## config.mk

```make
export PLATFORM = sky130hd
export DESIGN_NAME = bitproc_top
export DESIGN_NICKNAME = d
export VERILOG_FILES = /design/src/rtl/bitproc_pkg.sv /design/src/rtl/bitproc_addr_map.sv /design/src/rtl/bitproc_bit_alu.sv /design/src/rtl/bitproc_top.sv
export SDC_FILE = /design/constraint.sdc
export NUM_CORES = 1
export LEC_CHECK = 0
export BUFFER_PORTS_ARGS = -buffer_cell sky130_fd_sc_hd__buf_2
export CAP_MARGIN = 20
export CORE_UTILIZATION = 45
export DETAILED_ROUTE_END_ITERATION = 16
export MAX_ROUTING_LAYER = met4
export PLACE_DENSITY = 0.86
export SYNTH_ARGS = -nofsm -noshare
export SYNTH_HDL_FRONTEND = slang
export SYNTH_SLANG_ARGS = --single-unit
```

## constraint.sdc

```tcl
create_clock -name clk -period 1.9 [get_ports clk]
set_input_delay 0.285 -clock clk [delete_from_list [all_inputs] [get_ports clk]]
set_output_delay 0.285 -clock clk [all_outputs]
set_load 0.01 [all_outputs]
```

## src/rtl/bitproc_pkg.sv

```systemverilog
package bitproc_pkg;

    typedef enum logic [3:0] {
        OP_SETC  = 4'd0,
        OP_CLRC  = 4'd1,
        OP_CPLC  = 4'd2,
        OP_SETB  = 4'd3,
        OP_CLRB  = 4'd4,
        OP_CPLB  = 4'd5,
        OP_LDC   = 4'd6,
        OP_STC   = 4'd7,
        OP_ANDC  = 4'd8,
        OP_ANDNC = 4'd9,
        OP_ORC   = 4'd10,
        OP_ORNC  = 4'd11,
        OP_JSET  = 4'd12,
        OP_JCLR  = 4'd13
    } bop_e;

    typedef enum logic [1:0] {
        ST_IDLE = 2'd0,
        ST_READ = 2'd1,
        ST_MOD  = 2'd2
    } bst_e;

    typedef struct packed {
        bst_e       st;
        logic [3:0] op;
        logic [7:0] byte_a;
        logic [2:0] pos;
        logic       present;
        logic       cy;
        logic       done;
        logic       br;
    } bstate_t;

    function automatic logic op_needs_bit(input logic [3:0] op);
        return (op >= 4'd3) && (op <= 4'd13);
    endfunction

    function automatic logic op_writes_bit(input logic [3:0] op);
        return (op == OP_SETB) || (op == OP_CLRB) || (op == OP_CPLB) || (op == OP_STC);
    endfunction

endpackage

```

## src/rtl/bitproc_addr_map.sv

```systemverilog
module bitproc_addr_map #(
    parameter logic [7:0]  RAM_BASE = 8'h20,
    parameter logic [15:0] SFR_MAP  = 16'h5455
) (
    input  logic [7:0] bitaddr,
    output logic [7:0] byte_addr,
    output logic [2:0] pos,
    output logic       present
);
    localparam int SLOTS = 16;

    logic [SLOTS-1:0] slot_hit;

    for (genvar s = 0; s < SLOTS; s++) begin : g_slot
        assign slot_hit[s] = SFR_MAP[s] && (bitaddr[6:3] == s[3:0]);
    end

    always_comb begin
        pos = bitaddr[2:0];
        if (!bitaddr[7]) begin
            byte_addr = RAM_BASE + {4'd0, bitaddr[6:3]};
            present   = 1'b1;
        end else begin
            byte_addr = {bitaddr[7:3], 3'b000};
            present   = |slot_hit;
        end
    end
endmodule

```

## src/rtl/bitproc_bit_alu.sv

```systemverilog
module bitproc_bit_alu
    import bitproc_pkg::*;
(
    input  logic [3:0] op,
    input  logic       cy,
    input  logic [7:0] byte_in,
    input  logic [2:0] pos,
    input  logic       present,
    output logic       cy_next,
    output logic [7:0] byte_next,
    output logic       wr_need,
    output logic       br
);
    logic bit_v;
    logic new_bit;

    always_comb begin
        bit_v   = present ? byte_in[pos] : 1'b0;
        cy_next = cy;
        new_bit = bit_v;
        br      = 1'b0;
        case (op)
            OP_SETC:  cy_next = 1'b1;
            OP_CLRC:  cy_next = 1'b0;
            OP_CPLC:  cy_next = ~cy;
            OP_SETB:  new_bit = 1'b1;
            OP_CLRB:  new_bit = 1'b0;
            OP_CPLB:  new_bit = ~bit_v;
            OP_LDC:   cy_next = bit_v;
            OP_STC:   new_bit = cy;
            OP_ANDC:  cy_next = cy & bit_v;
            OP_ANDNC: cy_next = cy & ~bit_v;
            OP_ORC:   cy_next = cy | bit_v;
            OP_ORNC:  cy_next = cy | ~bit_v;
            OP_JSET:  br = bit_v;
            OP_JCLR:  br = ~bit_v;
            default:  ;
        endcase
        byte_next      = byte_in;
        byte_next[pos] = new_bit;
        wr_need        = present && op_writes_bit(op);
    end
endmodule

```

## src/rtl/bitproc_top.sv

```systemverilog
module bitproc_top
    import bitproc_pkg::*;
#(
    parameter logic [7:0]  RAM_BASE = 8'h20,
    parameter logic [15:0] SFR_MAP  = 16'h5455
) (
    input  logic       clk,
    input  logic       rst_n,
    input  logic       op_valid,
    input  logic [3:0] op_code,
    input  logic [7:0] op_bitaddr,
    output logic       busy,
    output logic       done,
    output logic       carry,
    output logic       branch_taken,
    output logic [7:0] mem_addr,
    output logic       mem_rd_en,
    input  logic [7:0] mem_rdata,
    output logic       mem_wr_en,
    output logic [7:0] mem_wdata
);
    localparam int WIN_BYTES = 16;

    bstate_t q, d;

    logic [7:0] map_byte;
    logic [2:0] map_pos;
    logic       map_present;
    logic       alu_cy, alu_wr, alu_br;
    logic [7:0] alu_byte;

    bitproc_addr_map #(.RAM_BASE(RAM_BASE), .SFR_MAP(SFR_MAP)) u_map (
        .bitaddr  (op_bitaddr),
        .byte_addr(map_byte),
        .pos      (map_pos),
        .present  (map_present)
    );

    bitproc_bit_alu u_alu (
        .op       (q.op),
        .cy       (q.cy),
        .byte_in  (mem_rdata),
        .pos      (q.pos),
        .present  (q.present),
        .cy_next  (alu_cy),
        .byte_next(alu_byte),
        .wr_need  (alu_wr),
        .br       (alu_br)
    );

    always_comb begin
        d         = q;
        d.done    = 1'b0;
        d.br      = 1'b0;
        mem_rd_en = 1'b0;
        mem_wr_en = 1'b0;
        mem_addr  = q.byte_a;
        mem_wdata = alu_byte;
        case (q.st)
            ST_IDLE: begin
                if (op_valid) begin
                    d.st      = ST_READ;
                    d.op      = op_code;
                    d.byte_a  = map_byte;
                    d.pos     = map_pos;
                    d.present = map_present;
                end
            end
            ST_READ: begin
                mem_rd_en = q.present && op_needs_bit(q.op);
                d.st      = ST_MOD;
            end
            ST_MOD: begin
                mem_wr_en = alu_wr;
                d.cy      = alu_cy;
                d.br      = alu_br;
                d.done    = 1'b1;
                d.st      = ST_IDLE;
            end
            default: d.st = ST_IDLE;
        endcase
    end

    always_ff @(posedge clk or negedge rst_n) begin
        if (!rst_n) begin
            q <= '{st: ST_IDLE, op: 4'd0, byte_a: 8'd0, pos: 3'd0,
                   present: 1'b0, cy: 1'b0, done: 1'b0, br: 1'b0};
        end else begin
            q <= d;
        end
    end

    assign busy         = (q.st != ST_IDLE);
    assign done         = q.done;
    assign carry        = q.cy;
    assign branch_taken = q.br;

    a_r4_write_follows_read: assert property (@(posedge clk) disable iff (!rst_n)
        mem_wr_en |-> $past(mem_rd_en) && $past(mem_addr) == mem_addr);

    a_r4_done_after_busy: assert property (@(posedge clk) disable iff (!rst_n)
        $rose(done) |-> $past(busy));

    a_r12_single_read: assert property (@(posedge clk) disable iff (!rst_n)
        mem_rd_en |=> !mem_rd_en);

    a_r6_one_bit_changed: assert property (@(posedge clk) disable iff (!rst_n)
        mem_wr_en |-> $countones(mem_wdata ^ mem_rdata) <= 1);

    a_r2_ram_window: assert property (@(posedge clk) disable iff (!rst_n)
        (mem_rd_en && !mem_addr[7]) |->
        (mem_addr >= RAM_BASE) && (mem_addr < RAM_BASE + 8'(WIN_BYTES)));

    a_r9_branch_with_done: assert property (@(posedge clk) disable iff (!rst_n)
        branch_taken |-> done);

    a_r5_carry_moves_on_done: assert property (@(posedge clk) disable iff (!rst_n)
        (carry != $past(carry)) |-> done);
endmodule

```

# == Word-level counts from Yosys, hierarchy flattened ==
# Index checks and enable logic that the tools add are counted.
# word_totals
input_bits,23
register_bits,21
elab_cells,72
out_inout_bits,22
# classes
magnitude_cmp,4
n_mux,16
n_eq_ne,22
bitwise_logic,6
n_addsub,1
n_reduce_logical,15
# ops
operator,n
$eq A4 B4 Y1 const B,9
$eq A4 B3 Y1 const B,6
$mux W18,1
$eq A4 B2 Y1 const B,3
$bwmux W8,1
$logic_not A4 Y1,2
$mux W8,1
$pmux W1 S8,1
$reduce_bool A8 Y1,1
$add A6 B4 Y7 const A,1
$reduce_or A7 Y1,1
$mux W1,6
$eq A4 B1 Y1 const B,1
$ge A4 B2 Y1 const B,1
$le A4 B4 Y1 const B,1
$logic_and A1 B1 Y1,4
$lt A3 B4 Y1 const B,1
$pmux W1 S4,1
$pmux W2 S2,1
$reduce_and A2 Y1,2
$bmux W1 S3,1
$demux W1 S3,1
$ge A3 B1 Y1 const B,1
$logic_or A1 B1 Y1,3
10 further kinds,13

# == Longest topological paths before layout ==
# Gate-level depths: netlist of run 1.
# logic_depth
ltp_word,6
mapped_depth,6
ltp_nobuf,5

# == Modules after synthesis ==
# Synthesis of run 1 repeated with hierarchy kept, for this count alone.
# unflattened
cells_unflattened,127
area_unflattened_um2,1452.6
# modules_own_cells
module,cells_each,seq_area_each_um2,instances,area_each_um2
bitproc_top,56,525.5,1,904.6
bitproc_bit_alu,58,0.0,1,442.9
bitproc_addr_map,13,0.0,1,105.1

# == Worst setup path before layout of run 1 ==
# No wires, ideal clock.
# synth_timing
kind,reg-to-output
from,register q[4] (netlist bit)
to,output mem_wdata[1]
arrival_ps,1831
setup_slack_ps,-216
path_stages_with_launch,7
path_buffers,1
t_required_ps,1615
path_cell_list,dfrtp_1 > buf_6 > mux2i_1 > nor3_2 > o31ai_4 > mux2_4 > o31ai_1
# synth_via
elab_chain_cells,6
# synth_lines
item,line,source
"start, declared",bitproc_top.sv:24,"bstate_t q, d;"
"start signal, assigned",bitproc_top.sv:86,"q <= '{st: ST_IDLE, op: 4'd0, byte_a: 8'd0, pos: 3'd0,"
$bmux W1 S3,bitproc_bit_alu.sv:18,bit_v = present ? byte_in[pos] : 1'b0;
$mux W1 (implied by the code),bitproc_bit_alu.sv:18,
$mux W1,bitproc_bit_alu.sv:18,
$not A1 Y1,bitproc_bit_alu.sv:28,OP_CPLB: new_bit = ~bit_v;
$pmux W1 S4,bitproc_bit_alu.sv:22,case (op)
$bwmux W8 (*),bitproc_bit_alu.sv:40,byte_next[pos] = new_bit;
"end, declared",bitproc_top.sv:20,output logic [7:0] mem_wdata
# Every way passes the cells marked *; elsewhere a longest branch is shown, timed or not. The select of a mux whose other input is x is not followed.

# == Worst setup path after layout of run 1 ==
# layout_timing
from,register q[4] (netlist bit)
to,output mem_wdata[4]
# The elaborated chain is that of the path after synthesis.

==> results.yml, run 1 <==
hold_path:
  min-delay-start: "op_bitaddr[1]"
  hold_path_depth: 3
  hp-class: "in2reg"
  hold_path_end: "q[5]"
power_and_ir_drop:
  sw_frac_of_total_pct: 40.32
  irDropWorstVdd_mv: 0.6441
  finalPower_mw: 1.912
  p_seq_share_pct: 33.8
  p_clk_share_pct: 10.8
  power.switching_mw: 0.7709
  p_comb_share_pct: 55.4
  power_leakage_nw: 0.9482
  p_int_mw: 1.141
  power_density_nw_per_um2: 1030
final_layout:
  fin_cells: 249
  antenna_cells: 0
  syn_to_final_growth_pct: 32.62
  drive_above_1_share_pct: 43.12
  nNetsFinal: 242
critical_path:
  reg2reg_to: "carry"
  startpoint: "q[4]"
  cp.arrival_ps: 2230
  rrSetupSlack_ps: 170
  r2r_start: "q[4]"
  cp_max_fo: 8
  start_kind: "flip-flop"
  worstSetupPathType: "reg2out"
  worstPathRequired_ps: 1620
  worstRegToRegCells: 7
  endpoint_kind: "output port"
global_routing:
  grt-ovfl-total: 0
  grt_pass1_wl_mm: 5.313
  grt-busiest-layer: "met2"
  use_met3_pct: 2.455
  antenna_found_initial: 0
  track_usage_pct: 21.22
  met1_usage_pct: 25.97
  use_met2_pct: 36.38
  grt_pass1_vias: 1241
  grt_max_degree: 22
place:
  dpl.hpwl_mm: 2.473
  place.gp.congestion: 0.8610
  dp.cells: 238
  numPortBuffers: 44
run:
  max-cap-violations: 0
routing:
  drt_iter0_markers: 64
  route.detailed.drc: 3
  ant_nets: 0
  via_per_inst: 5.281
  wirelength_mm: 3.195
  drt-wirelength-per-cell_um: 12.83
  via_count: 1315
  firstDrtPassIters: 10
clocking:
  clockBufferDepth: 2
  cts_root_buf: "clkbuf_4"
  clkTransAtPathRegs_ps: 110
  ctsHtreeMaxLevel: 1
  numCtsBuffers: 3
  clock_latency_ps: 290
  clock_sinks: 21
  cts_tree: "built"
synth:
  syn_inst: 162
  ys_dominant_reg_cell: "dfrtp_1"
  synth-seq-cells: 21
  postSynth.asyncResetShare_pct: 100.0
  synth_seq_area_share_pct: 37.53
  ys_warn_count: 0
  syn_avg_cell_area_um2: 8.643
  synth_fp_nets: 185
  synth_area_leaders: "dfrtp_1 (38%), nand2_1 (11%), mux2i_1 (5.0%)"
  synth_top_area_share_pct: 37.53
  synth-edff-count: 0
  synth_common_cells: "nand2_1 (40), dfrtp_1 (21), o21ai_0 (14), buf_4 (8), nor2_1 (8)"
  synthDistinctLibCells: 37
  synth_most_common_cell: "nand2_1"
  yosys.area.top_type: "dfrtp_1"
  syn_area_um2: 1400
sta:
  slew_headroom_pct: 70.34
  setup_viol: 8
  setup_slack_ps: -610.1
  finalMaxSlewViolations: 0
  fin_crit_ps: 2510
  finClkSkew_ps: 0.9834
  layout_worst_path_cycle_share_pct: 132.1
  rsz0062_at_grt: "true"
  clock.fmax_mhz: 398.4
  tightest_slew_ps: 444.9
  finalHoldViolCount: 0
die:
  rows: 19
  die_h_um: 57.78
  core-area_um2: 2853
  io_pins: 45
  die-area_um2: 3339
  start_util_pct: 49.08
  die_x_um: 57.78
outcome:
  violations: "DRC, setup timing"
  outcome: "finished with violations"
## cell families (layout without fill, tap and decap cells)
kind of cell	Yosys count	after routing	synth area share (%)
muxes	8	8	6.077
buffers and inverters	25	81	10.55
AOI/OAI and AO/OA	36	36	20.11
and+or+nand+nor	70	70	24.49
DFF	21	21	37.53
xor gates and xnor gates	2	2	1.251
## sequential cells by signal, summed over array words and instances (netlist names)
name / cells
branch_taken: 1
carry: 1
done: 1
mem_addr: 8
q: 10
## placed cells by master, fill, tap and decap left out, types with 2 or more instances in the layout
| cell type | count |
|---|---|
| dfrtp_2 | 2 |
| clkbuf_4 | 3 |
| nand2b_4 | 2 |
| inv_1 | 6 |
| nand2_1 | 40 |
| nor3_1 | 2 |
| a21oi_1 | 3 |
| nand2b_1 | 4 |
| a311oi_1 | 2 |
| and4_1 | 2 |
| dfrtp_1 | 19 |
| mux2i_1 | 4 |
| nand3b_1 | 3 |
| buf_6 | 2 |
| o41ai_4 | 3 |
| o22ai_1 | 2 |
| buf_4 | 23 |
| o31ai_2 | 4 |
| buf_2 | 44 |
| mux2i_2 | 3 |
| nor2_1 | 7 |
| o21ai_0 | 14 |
| nor2b_1 | 4 |
| nor2_2 | 2 |
## power groups by stage
stage	registers (mW)	logic, mW	clock network, mW
3_5_place_dp	0.653	0.991	0
2_1_floorplan	0.611	0.715	0
6_report	0.647	1.06	0.206
3_3_place_gp	0.651	0.959	0
5_1_grt	0.662	1.15	0.240
4_1_cts	0.646	1.02	0.214
## through the flow
step / setup WS [ps] / hold slack [ps] / area, um^2 / utilization (%) / setup TNS (ps)
2_1_floorplan: -207.0 / -10.59 / 1454 / - / -1487
3_3_place_gp: -308.4 / 262.2 / 1750 / 61.36 / -2091
3_5_place_dp: -361.6 / 267.2 / 1750 / 61.36 / -2332
4_1_cts: -594.6 / 172.1 / 1819 / 63.77 / -4533
5_1_grt: -701.4 / 167.9 / 1857 / 65.09 / -5273
6_report: -610.1 / 176.5 / 1857 / 65.09 / -4508
## final cells by class
cell class | instances | area [um^2]
fill | 249 | 996.0
clock buffer | 3 | 22.52
multi-input combinational | 116 | 794.5
inverter | 6 | 22.52
tap | 31 | 38.79
sequential | 21 | 528.0
clock inverter | 1 | 5.005
timing repair buffer | 71 | 445.4
## per-layer routing
layer / share of wire [%] / routed length (um)
met5: 0 / 0
met4: 0.50 / 16
met3: 3.5 / 112
met2: 50 / 1606
met1: 46 / 1459
## critical path: stages (launching register included)
cell and delay, ps:
dfrtp_2 460, buf_4 150, mux2i_2 190, nor2_2 80, o31ai_4 240, mux2_4 410
o41ai_4 220, buf_2 180
## worst max-delay path by stage
stage / end / cells past startpoint
floorplan: mem_wdata[2] / 6
finish: mem_wdata[4] / 7
global placement: mem_wdata[4] / 6
global route: mem_wdata[6] / 7
CTS: mem_wdata[4] / 6
detailed placement: mem_wdata[4] / 6
## timing repair
action | 4_1_cts | 5_1_grt
endpoints found under the hold margin | 21 | 0
pin swaps | 8 | 4
hold buffers | 1 | 0
resized for setup | 4 | 4
setup endpoints to repair | 8 | 8
setup buffers | 3 | 3
Power figures use the tool's default switching activity.
==> run 2: changes to the inputs <==
CORE_UTILIZATION = 50   (was 45)
PLACE_DENSITY = 0.9   (was 0.86)
SETUP_SLACK_MARGIN = 0.3   (was not set)
clock period = 2.5 ns   (was 1.9 ns; I/O delays follow)
==> run 2 against run 1 <==
Against the previous run:
- worst hold slack worse by 170 ps
- final cell count down 8.0%
- critical path depth is 1 lower
- highest routed layer unchanged
- first-iteration DRC count shrank 70%
- final area decreased by 12%
- wire length fell by 11%
- global-route usage decreased by 0.13 points
- register-to-register slack gained 540 ps
- critical path type unchanged
- total power fell by 34%
- sequential share of layout area is 4.1 points higher
- non-clock buffer count fell by 19
- worst setup slack gained 530 ps
- the run ends with setup timing left
==> results.yml, run 2 (synthesis gave the netlist of run 1 again) <==
outcome:
  outcome: "finished with violations"
  violations: "setup timing"
routing:
  via_per_inst: 5.428
  drt-wirelength-per-cell_um: 12.38
  drt_iter0_markers: 19
  firstDrtPassIters: 4
  wirelength_mm: 2.834
  via_count: 1243
  ant_nets: 0
  route.detailed.drc: 0
sta:
  setup_viol: 6
  layout_worst_path_cycle_share_pct: 103.3
  tightest_slew_ps: 475.9
  finalHoldViolCount: 0
  finalSetupTns_ps: -301.4
  setup_slack_ps: -83.15
  fin_crit_ps: 2583
  finalMaxSlewViolations: 0
  clock.fmax_mhz: 387.1
  slew_headroom_pct: 68.27
  holdWs_ps: 7.947
  rsz0062_at_grt: "true"
  finClkSkew_ps: 7.270
die:
  die-area_um2: 3016
  io_pins: 45
  die_x_um: 54.92
  die_h_um: 54.92
  core-area_um2: 2567
  start_util_pct: 54.53
  rows: 18
critical_path:
  endpoint_kind: "output port"
  worstPathRequired_ps: 2120
  r2r_start: "q[4]"
  slowest_stage: "dfrtp_2"
  critPathMaxStageDelay_ps: 460
  crit_buf_inv: 1
  path_cells: "mux2i_1 > nor3_2 > o31ai_4 > mux2_4 > o41ai_2 > buf_2"
  start_kind: "flip-flop"
  worstSetupPathType: "reg2out"
  cp_max_fo: 8
  startpoint: "q[4]"
  cp.arrival_ps: 2210
  cp_top_family: "multiplexers"
clocking:
  cts_tree: "built"
  clockBufferDepth: 2
  clkTransAtPathRegs_ps: 120
  numCtsBuffers: 3
  clock_latency_ps: 300
  clock_sinks: 21
  cts_root_buf: "clkbuf_4"
  ctsHtreeMaxLevel: 1
power_and_ir_drop:
  finalPower_mw: 1.262
  p_comb_share_pct: 47.5
  p_seq_share_pct: 39.7
  power_leakage_nw: 0.8239
  p_clk_share_pct: 12.8
  sw_frac_of_total_pct: 40.60
  irDropWorstVdd_mv: 0.5816
  power_density_nw_per_um2: 775.2
  p_int_mw: 0.7496
  power.switching_mw: 0.5123
global_routing:
  grt_pass1_vias: 1042
  track_usage_pct: 21.08
  grt-ovfl-total: 0
  grt_max_degree: 22
  antenna_found_initial: 0
  grt_pass1_wl_mm: 4.388
hold_path:
  hp-class: "in2async"
final_layout:
  drive_above_1_share_pct: 34.67
  fin_util_pct: 63.40
  layout_commonest_cell: "buf_2"
  antenna_cells: 0
  top_register: "q"
  final_cell_mix: "buf_2 (44), nand2_1 (40), dfrtp_1 (18), o21ai_0 (14)"
  syn_to_final_growth_pct: 16.26
  fin_cells: 229
  largest_register_ffs: 10
  fill_cells: 239
  nNetsFinal: 223
  finalInstanceArea_um2: 1628
place:
  dpl.hpwl_mm: 2.146
  dp.cells: 222
  numPortBuffers: 44
  place.gp.congestion: 0.8931
  pre_cts_ws_ps: 111.9
  placed_area_um2: 1570
run:
  max-cap-violations: 0
[run 2: cell types whose count changed in the layout (fill, tap and decap cells not counted), sizes merged]
cell	previous run	this run
buf	70	52
clkbuf	3	4
clkinv	1	0
dlygate4sd3	1	0
[run 2: worst paths after layout]
| check | endpoint | slack (ps) | cells past startpoint |
|---|---|---|---|
| setup / recovery | mem_wdata[6] | -80 | 6 |
| hold / removal | branch_taken | 8 | 1 |
| setup reg to reg | carry | 710 | 7 |
| hold reg to reg | q[20] | 470 | 1 |
| max in group asynchronous | q[4] | 2130 | 1 |
| min in group clk | q[16] | 260 | 3 |
[run 2: worst reg2reg max path: cells and delay by family (launching register included)]
family,cells,cell delay [ps]
DFF,1,460
muxes,2,450
AOI/OAI and AO/OA,2,420
buffers and inverters,2,270
and+or+nand+nor,1,80
[run 2: power by group through the flow]
stage | Combinational, mW | Sequential (mW) | Clock, mW
2_1_floorplan | 0.493 | 0.465 | 0
3_3_place_gp | 0.562 | 0.502 | 0
3_5_place_dp | 0.573 | 0.506 | 0
4_1_cts | 0.588 | 0.498 | 0.169
5_1_grt | 0.665 | 0.515 | 0.181
6_report | 0.599 | 0.501 | 0.162
[run 2: final cells by class]
| class | instances | area [um^2] | area share, % |
|---|---|---|---|
| well taps | 30 | 37.54 | 2.306 |
| repair buffers | 52 | 280.3 | 17.22 |
| inverters | 6 | 22.52 | 1.384 |
| flip-flops and latches | 21 | 529.3 | 32.51 |
| clock buffers | 4 | 26.28 | 1.614 |
| multi-input cells | 116 | 732.0 | 44.97 |
[run 2: layer usage]
metal  part of all wire, %  wire (um)  vias up  GRT usage [%]
met1                    46       1317      572          26.26
met2                    47       1333       41          35.34
met5                     0          0        -              -
met4                   1.0         29        0          6.250
li1                      -          -      626              -
met3                   5.4        153        4          3.279
[run 2: what timing repair did]
item / in CTS / in global routing
cloned: 0 / 0
buffers inserted: 2 / 1
hold buffers: 0 / 0
setup endpoints to repair: 8 / 8
pin swaps: 1 / 0
gates resized for setup: 3 / 1
==> run 3: changes to the inputs <==
CELL_PAD_IN_SITES_DETAIL_PLACEMENT = 0   (was not set)
CELL_PAD_IN_SITES_GLOBAL_PLACEMENT = 1   (was not set)
CORE_UTILIZATION = 37   (was 50)
MAX_ROUTING_LAYER = not set   (was met4)
PLACE_DENSITY = 0.91   (was 0.9)
==> run 3 against run 2 <==
Against the previous run:
- the run still ends with setup timing left
- final cell count rose by 8.3%
- final area rose by 5.1%
- worst setup slack improved by 11 ps
- combinational power rose by 8.0%
- clock power rose by 33%
- worst hold slack improved by 61 ps
- utilization fell by 14 points
- critical endpoint unchanged
- sequential cell count did not move
- maximum frequency rose by 0.41%
- wire length rose by 7.9%
- largest cell class unchanged
- non-clock buffer count rose by 3
==> results.yml, run 3 (synthesis gave the netlist of run 1 again) <==
critical_path:
  slowest_stage: "dfrtp_2"
  crit_buf_inv: 1
  start_kind: "flip-flop"
  crit_end: "mem_wdata[6]"
  reg2reg_to: "carry"
  cp.depth: 6
  cp.arrival_ps: 2200
  path_cells: "mux2i_2 > nor3_2 > o31ai_4 > mux2_4 > o41ai_2 > buf_2"
  cp_top_family: "multiplexers"
  r2r_start: "q[4]"
  worstPathRequired_ps: 2120
  startpoint: "q[4]"
  rrSetupSlack_ps: 700
  critPathMaxStageDelay_ps: 460
  worstRegToRegCells: 7
  endpoint_kind: "output port"
  worstSetupPathType: "reg2out"
  cp_max_fo: 8
sta:
  rsz0062_at_grt: "true"
  finalMaxSlewViolations: 0
  slew_headroom_pct: 67.98
  setup_viol: 7
  setup_slack_ps: -72.58
  finClkSkew_ps: 4.742
  clock.fmax_mhz: 388.7
  fin_crit_ps: 2573
  finalHoldViolCount: 0
  layout_worst_path_cycle_share_pct: 102.9
  tightest_slew_ps: 477.1
run:
  max-cap-violations: 0
final_layout:
  final-seq-area_um2: 529.3
  drive_above_1_share_pct: 36.14
  largest_register_ffs: 10
  final_cell_mix: "buf_2 (44), nand2_1 (40), dfrtp_1 (18), o21ai_0 (14), buf_4 (11)"
  multi_input_area_um2: 753.2
  layout_commonest_cell: "buf_2"
  fill_cells: 351
  syn_to_final_growth_pct: 22.16
  top_register: "q"
  nNetsFinal: 226
  antenna_cells: 0
  fin_util_pct: 49.31
power_and_ir_drop:
  power_density_nw_per_um2: 799.7
  p_comb_share_pct: 47.3
  power.switching_mw: 0.5396
  power_leakage_nw: 0.8534
  p_int_mw: 0.8282
  sw_frac_of_total_pct: 39.45
  p_clk_share_pct: 15.8
  p_seq_share_pct: 36.9
  irDropWorstVdd_mv: 0.4142
place:
  dpl.hpwl_mm: 2.266
  place.gp.congestion: 0.7888
  numPortBuffers: 44
  pre_cts_ws_ps: 22.28
global_routing:
  grt_max_degree: 22
  grt-ovfl-total: 0
  grt_pass1_wl_mm: 5.430
  grt_pass1_vias: 1201
  antenna_found_initial: 0
  track_usage_pct: 16.27
clocking:
  cts_hold_buf: 0
  clockBufferDepth: 2
  clock_latency_ps: 250
  clkTransAtPathRegs_ps: 70
  ctsHtreeMaxLevel: 1
  cts_tree: "built"
  cts_root_buf: "clkbuf_8"
  clock_sinks: 21
  numCtsBuffers: 3
routing:
  drt_iter0_markers: 50
  drt-wirelength-per-cell_um: 12.33
  firstDrtPassIters: 4
  via_per_inst: 4.984
  ant_nets: 0
  wirelength_mm: 3.057
  via_count: 1236
  route.detailed.drc: 0
outcome:
  violations: "setup timing"
  outcome: "finished with violations"
die:
  rows: 21
  die-area_um2: 4034
  start_util_pct: 40.37
  io_pins: 45
  die_x_um: 63.52
  die_h_um: 63.52
  core-area_um2: 3468
hold_path:
  hp-class: "in2async"
run 3: power groups by stage:
stage          clock network (mW)  logic [mW]  registers, mW
3_3_place_gp                    0       0.567          0.509
4_1_cts                     0.221       0.628          0.504
6_report                    0.216       0.647          0.505
5_1_grt                     0.240       0.715          0.520
3_5_place_dp                    0       0.576          0.510
2_1_floorplan                   0       0.493          0.465
run 3: how the worst min path moves through the flow:
stage / from / to / slack (ps) / cells after the start
floorplan: rst_n / branch_taken / 80 / 0
finish: rst_n / q[15] / 70 / 1
CTS: rst_n / mem_addr[6] / 80 / 1
detailed placement: rst_n / mem_addr[0] / 360 / 1
global route: rst_n / mem_addr[0] / 100 / 1
global placement: rst_n / mem_addr[0] / 360 / 1
run 3: through the flow:
step	setup TNS (ps)	instances	hold slack (ps)	power (mW)	instance area [um^2]
floorplan	0	162	79.41	0.9576	1400
global placement	0	238	359.3	1.076	1590
detailed placement	0	238	360.7	1.086	1590
CTS	-104.8	248	84.56	1.353	1690
global route	-1116	248	96.26	1.475	1710
finish	-264.5	248	69.34	1.368	1710
run 3: metal layers:
layer | up-vias | track usage (%) | routed length [um]
met5 | - | 0 | 0
met4 | 0 | 4.261 | 21
met3 | 4 | 3.442 | 198
met2 | 43 | 26.06 | 1345
met1 | 559 | 22.02 | 1491
li1 | 630 | - | -
run 3: layout make-up:
type                    count  area share [%]
repair buffers             55           17.70
clock buffers               4           2.634
multi-input cells         116           44.04
flip-flops and latches     21           30.94
well taps                  46           3.365
inverters                   6           1.317
run 3: timing repair:
| item | in CTS | in global routing |
|---|---|---|
| setup endpoints to repair | 8 | 8 |
| resized for setup | 4 | 3 |
| buffers inserted | 6 | 0 |
